--- src/rtl/atr_pkg.sv ---
package atr_pkg;

    localparam int unsigned RESP_BITS_DEF = 32;
    localparam logic [RESP_BITS_DEF-1:0] RESP_DEF = {8'h55, 8'hAA, 8'h41, 8'h19};

    typedef enum logic [1:0] {
        ST_IDLE  = 2'd0,
        ST_ARMED = 2'd1,
        ST_SEND  = 2'd2
    } atr_state_e;

    typedef struct packed {
        logic lvl;
        logic rise;
        logic fall;
    } line_ev_t;

endpackage

--- src/rtl/atr_edge.sv ---
module atr_edge
    import atr_pkg::*;
(
    input  logic     clk,
    input  logic     rst,
    input  logic     line_in,
    output line_ev_t ev
);
    logic samp_q;
    logic prev_q;

    always_ff @(posedge clk) begin
        if (rst) begin
            samp_q <= 1'b0;
            prev_q <= 1'b0;
        end else begin
            samp_q <= line_in;
            prev_q <= samp_q;
        end
    end

    always_comb begin
        ev.lvl  = samp_q;
        ev.rise = samp_q & ~prev_q;
        ev.fall = ~samp_q & prev_q;
    end
endmodule

--- src/rtl/atr_ctrl.sv ---
module atr_ctrl
    import atr_pkg::*;
#(
    parameter int unsigned RESP_BITS = 32,
    localparam int unsigned IDX_W = $clog2(RESP_BITS)
) (
    input  logic             clk,
    input  logic             rst,
    input  line_ev_t         rst_ev,
    input  line_ev_t         cclk_ev,
    input  logic             write_busy,
    output atr_state_e       state,
    output logic [IDX_W-1:0] idx,
    output logic             clk_seen,
    output logic             done
);
    localparam logic [IDX_W-1:0] LAST_IDX = IDX_W'(RESP_BITS - 1);

    always_ff @(posedge clk) begin
        if (rst) begin
            state    <= ST_IDLE;
            idx      <= '0;
            clk_seen <= 1'b0;
            done     <= 1'b0;
        end else begin
            done <= 1'b0;
            unique case (state)
                ST_IDLE: begin
                    if (rst_ev.rise) begin
                        state    <= ST_ARMED;
                        clk_seen <= 1'b0;
                    end
                end
                ST_ARMED: begin
                    if (cclk_ev.rise) clk_seen <= 1'b1;
                    if (rst_ev.fall) begin
                        idx <= '0;
                        if ((clk_seen || cclk_ev.rise) && !write_busy)
                            state <= ST_SEND;
                        else
                            state <= ST_IDLE;
                    end
                end
                ST_SEND: begin
                    if (rst_ev.rise) begin
                        state    <= ST_ARMED;
                        clk_seen <= 1'b0;
                    end else if (cclk_ev.fall) begin
                        if (idx == LAST_IDX) begin
                            state <= ST_IDLE;
                            done  <= 1'b1;
                        end else begin
                            idx <= idx + 1'b1;
                        end
                    end
                end
                default: state <= ST_IDLE;
            endcase
        end
    end
endmodule

--- src/rtl/atr_bitsel.sv ---
module atr_bitsel
    import atr_pkg::*;
#(
    parameter int unsigned RESP_BITS = 32,
    parameter logic [RESP_BITS-1:0] RESP = '0,
    localparam int unsigned IDX_W = $clog2(RESP_BITS)
) (
    input  atr_state_e       state,
    input  logic [IDX_W-1:0] idx,
    output logic             dout,
    output logic             dout_oe
);
    always_comb begin
        dout_oe = (state == ST_SEND);
        dout    = dout_oe ? RESP[idx] : 1'b0;
    end
endmodule

--- src/rtl/atr_top.sv ---
module atr_top
    import atr_pkg::*;
#(
    parameter int unsigned RESP_BITS = RESP_BITS_DEF,
    parameter logic [RESP_BITS-1:0] RESP = RESP_DEF,
    localparam int unsigned IDX_W = $clog2(RESP_BITS)
) (
    input  logic clk,
    input  logic rst,
    input  logic card_rst,
    input  logic card_clk,
    input  logic write_busy,
    output logic dout,
    output logic dout_oe,
    output logic done
);
    line_ev_t         rst_ev;
    line_ev_t         cclk_ev;
    atr_state_e       state;
    logic [IDX_W-1:0] idx;
    logic             clk_seen;

    atr_edge u_rst_edge  (.clk(clk), .rst(rst), .line_in(card_rst), .ev(rst_ev));
    atr_edge u_cclk_edge (.clk(clk), .rst(rst), .line_in(card_clk), .ev(cclk_ev));

    atr_ctrl #(.RESP_BITS(RESP_BITS)) u_ctrl (
        .clk(clk), .rst(rst), .rst_ev(rst_ev), .cclk_ev(cclk_ev),
        .write_busy(write_busy), .state(state), .idx(idx),
        .clk_seen(clk_seen), .done(done)
    );

    atr_bitsel #(.RESP_BITS(RESP_BITS), .RESP(RESP)) u_sel (
        .state(state), .idx(idx), .dout(dout), .dout_oe(dout_oe)
    );
endmodule

--- config.mk ---
export PLATFORM = sky130hd
export DESIGN_NAME = atr_top
export DESIGN_NICKNAME = d
export VERILOG_FILES = /design/src/rtl/atr_pkg.sv /design/src/rtl/atr_edge.sv /design/src/rtl/atr_ctrl.sv /design/src/rtl/atr_bitsel.sv /design/src/rtl/atr_top.sv
export SDC_FILE = /design/constraint.sdc
export NUM_CORES = 1
export LEC_CHECK = 0
export BUFFER_PORTS_ARGS = -buffer_cell sky130_fd_sc_hd__buf_2
export CAP_MARGIN = 20
export CORE_UTILIZATION = 45
export CTS_BUF_LIST = sky130_fd_sc_hd__clkbuf_16
export DETAILED_ROUTE_END_ITERATION = 6
export GPL_TIMING_DRIVEN = 0
export PLACE_DENSITY_LB_ADDON = 0.05
export SYNTH_ARGS = -nofsm -noshare
export SYNTH_HDL_FRONTEND = slang
export SYNTH_SLANG_ARGS = --single-unit
--- constraint.sdc ---
create_clock -name clk -period 2.26 [get_ports clk]
set_input_delay 0.226 -clock clk [delete_from_list [all_inputs] [get_ports clk]]
set_output_delay 0.226 -clock clk [all_outputs]
set_load 0.05 [all_outputs]
* Word level (Yosys, flattened, before mapping) *
Memory sizes are Yosys's and may differ from the RTL's. A register that Yosys moved wholly into a read port is not among the register bits.
Index checks and enable logic that the tools add are counted.

word-level totals
  RAM bits = 0
  flip-flop bits (word level) = 13
  memories = 1
  bits in latches = 0
  ROM bits = 32
  bits of input ports = 5
  logic and storage cells = 64

memory list
  name              words  width  rd ports  clocked after memory_dff  wr ports  line              RTL
  (name not given)  32     1      1         1                         0         atr_bitsel.sv:15  dout = dout_oe ? RESP[idx] : 1'b0;

operators by class
  shifts and indexed selects = 0
  reductions and logical operators = 11
  divide/modulo/power cells = 0
  add/sub/neg operators = 1
  bitwise logic cells = 10
  multipliers = 0
  magnitude comparators = 1
  multiplexer cells = 20
  equal/unequal tests = 12

operators by type and width
  cell                                                                      number
  5-bit two-way mux                                                         6
  2-bit two-way mux                                                         6
  5-bit one-hot mux with 2 select lines                                     1
  2-bit inequality test (second input constant)                             4
  5-bit by 6-bit < comparator with 1-bit output (second input constant)     1
  2-bit by 1-bit inequality test with 1-bit output (second input constant)  3
  3-bit by 1-bit inequality test with 1-bit output (second input constant)  2
  1-bit NOT                                                                 6
  2-bit one-hot mux with 3 select lines                                     1
  5-bit by 1-bit adder with 5-bit output (second input constant)            1
  5-bit == test (second input constant)                                     1
  1-bit two-way mux                                                         5
  5-bit AND reduction                                                       1
  1-bit bitwise AND                                                         4
  4-bit AND reduction                                                       1
  2-bit nonzero test                                                        2
  4-bit OR reduction                                                        1
  3-bit AND reduction                                                       1
  2-bit by 1-bit == test with 1-bit output (second input constant)          1
  2-bit == test (second input constant)                                     1
  2-bit zero test                                                           1
  1-bit one-hot mux with 2 select lines                                     1
  2-bit OR reduction                                                        1
  1-bit logical AND                                                         1
  other kinds (2)                                                           2

* Logic depth before layout (Yosys ltp) *
  word-level depth = 7
  mapped depth = 12

* Hierarchy *
A second synthesis with hierarchy kept.

second synthesis, totals
  cells, all modules = 75
  area, all modules = 689.4 sq um

modules (own cells, without submodules)
  module      seq. area each (sq um)  area each (sq um)  times used  cells each
  atr_ctrl    180.2                   449.2              1           49
  atr_edge    40.0                    72.6               2           7
  atr_bitsel  0.0                     95.1               1           12

* Worst setup path before layout *
OpenSTA, ideal clock, no wires.

  path kind = register -> register
  start = reg u_ctrl.idx[0]
  end = reg (tool-made name)
  cell stages (with the launch flop) = 13
  period minus slack after synthesis = 2.324 ns
  setup slack = -0.064 ns
  arrival time = 2.197 ns
  cells stage by stage = dfxtp_1 ha_1 and3_1 ha_1 nor3b_2 nand3_1 nand2_1 xor2_1 and2_1 inv_1 ha_1 o2bb2ai_1 o22ai_2

RTL lines
  item                    line            RTL
  start, declared         atr_ctrl.sv:13  output logic [IDX_W-1:0] idx,
  start signal, assigned  atr_ctrl.sv:53  idx <= idx + 1'b1;

==> metrics.cfg <==
[detailed_routing]
vias_per_cell = 5.47
finalWirelength_mm = 1.81
wl_per_cell_um = 15.2
drc_errors = 0
vias = 651
drt_iter0_drc = 18
ant_nets = 0
first_pass_iters = 4

[setup_path]
crit_arrival_ps = 2450
crit_fanout = 4
critPathMaxStageDelay_ps = 350
critPathLaunch = u_ctrl.idx[1]
path_class = flip-flop to flip-flop
worstSetupEndpointType = flip-flop
cp.required_ps = 2380
slowest_stage = dfxtp_4
timing.rr.start = u_ctrl.idx[1]
cp_cell_sequence = ha_4 > and3_4 > ha_4 > nor3b_4 > nand3_4 > a21oi_2 > a31oi_1 > nor2_1 > inv_1 > ha_4 > o2bb2ai_4 > o22ai_2
crit_path_start_kind = flip-flop
cp_common_cell = ha_4

[synthesis]
synth_nets = 92
synthArstFlopShare = 0
synth-seq-cells = 14
ys_seq_area_frac = 0.378
syn_avg_cell_area_um2 = 8.92
yosysTopAreaCell = dfxtp_1
synth_top_area_frac = 0.378
synth_top_flop_cell = dfxtp_1
synth_cells = 83
synthDistinctLibCells = 32
synthesis.area_um2 = 741
synth_edf_count = 0
synth_area_leaders = dfxtp_1 38%, ha_1 6.8%, nor2b_1 5.9%
yosysWarnings = 0

[grt]
globalRouteTotalUtil = 0.207
grt_overflow_total = 0
grt_pass1_wl_mm = 2.69
grt_max_degree = 11
antenna_found_initial = 0
grt_pass1_vias = 571

[final_layout]
seqCellArea_um2 = 288
drive_gt1_frac = 0.350
multi_input_area_um2 = 518
final_cell_mix = 12 x dfxtp_1, 9 x buf_4, 8 x buf_2
syn2layout_area_growth_pct = 40.2
instances_no_fill = 119
nets = 113
num_antenna_cells = 0
layout_commonest_cell = dfxtp_1
fill_cells = 122

[floorplan]
start_util = 0.486
coreArea_mm2 = 0.00152
dieArea_mm2 = 0.00181
num_rows = 14
io_pins = 8
die_y_um = 42.6
dieWidth_um = 42.6

[clock_network]
clock_sinks = 14
clk_latency_ps = 240
h-tree-depth = 1
root_buffer = clkbuf_16
clockBufferDepth = 2
clk_pin_slew_ps = 50
cts_tree = done
numCtsBuffers = 3

[place]
dp_hpwl_um = 997
dp_cells = 106
gp_congestion = 0.762
numPortBuffers = 7
post-place-ws_ps = -170

[status]
status = complete, but fails checks
violations = setup timing

[sta]
finalSetupTns_ps = -68.8
final_hold_viol_count = 0
fin_worst_skew_ps = 2.44
setup_viol = 1
finalCritPeriodShare = 1.03
rsz0062_at_grt = yes
timing.final.crit_period_ps = 2330
slew_headroom = 0.708
worst_slack_ps = -68.8
slew_viol_final = 0
hold_ws_ps = 193
worst_pin_slew_ps = 438
fmax_ghz = 0.429

[min_path]
timing.hold.worst.class = input pin to flip-flop
hold_start = card_clk

[power]
leakage_nw = 0.418
cellPowerDensity_mw_per_mm2 = 603
vdd_ir_drop_max_v = 0.000486

[flow_run]
cap_violations = 0

-- synth_stat cells (2+ instances only) --
master	instances
ha_1	4
xnor2_1	3
and4_1	2
nor2_1	6
nor2b_1	7
nor3b_1	2
and2_1	2
inv_1	6
a21oi_1	4
nand2b_1	3
nand3_1	2
dfxtp_1	14
a31oi_1	2
nor3_1	3
and3_1	2
nand2_1	5
-- area by class of cell --
type,instances,area share
clock buffer,3,0.0723
sequential,14,0.277
clock inverter,1,0.00361
tap,16,0.0193
inverter,6,0.0217
multi-input combinational,61,0.499
timing repair buffer,16,0.0988
buffer,2,0.00843
-- cells by family after synthesis --
group                    synth area share
AO/OA/AOI/OAI                       0.127
AND/OR/NAND/NOR                     0.319
multiplexers                       0.0186
XOR/XNOR                           0.0473
flip-flops                          0.378
adder cells (fa/ha/maj)            0.0676
buffers and inverters              0.0422
-- registers in the layout, indices dropped and copies added (netlist names), named ones only --
| signal | count |
|---|---|
| u_cclk_edge.samp_q | 1 |
| u_ctrl.state | 2 |
| u_ctrl.idx | 5 |
| u_rst_edge.samp_q | 1 |
| u_ctrl.clk_seen | 1 |
| u_ctrl.done | 1 |
| u_rst_edge.prev_q | 1 |
| u_cclk_edge.prev_q | 1 |
-- metal layers --
layer	global-route usage	share of wire
met5	0	0
met4	0.0938	0.023
met3	0.0560	0.035
met2	0.314	0.48
met1	0.273	0.47
-- worst paths after layout --
path                                      endpoint  slack [ps]  cells past startpoint
worst max-delay path                     flip-flop         -70                     12
worst min-delay path            u_cclk_edge.samp_q         190                      2
worst max register to register           flip-flop         -70                     12
worst min register to register   u_rst_edge.prev_q         490                      1
-- per-stage QoR --
step	util	instance area, µm²	total power [mW]
floorplan	-	757	0.282
global placement	0.533	812	0.291
detailed placement	0.533	812	0.291
CTS	0.623	950	0.623
global route	0.681	1040	0.647
finish	0.681	1040	0.626
-- report_power, final --
part           internal [mW]  switching, mW  leakage (nW)
clock network          0.234          0.104        0.0385
logic                 0.0145         0.0169         0.264
registers              0.251        0.00598         0.116
total                  0.500          0.127         0.418
-- worst max-delay path: cells and delay by family, from the launching register on --
kind,cells,cell delay (ps)
simple gates,4,730
fa+ha+maj,3,620
compound gates,4,390
flops,1,350
buf+inv,1,110
-- timing repair --
item	in CTS	in global routing
endpoints found under the setup margin	1	1
pin swaps	4	10
resized for setup	7	8
buffers inserted	3	6
hold buffers	0	0
Power figures use the tool's default switching activity.
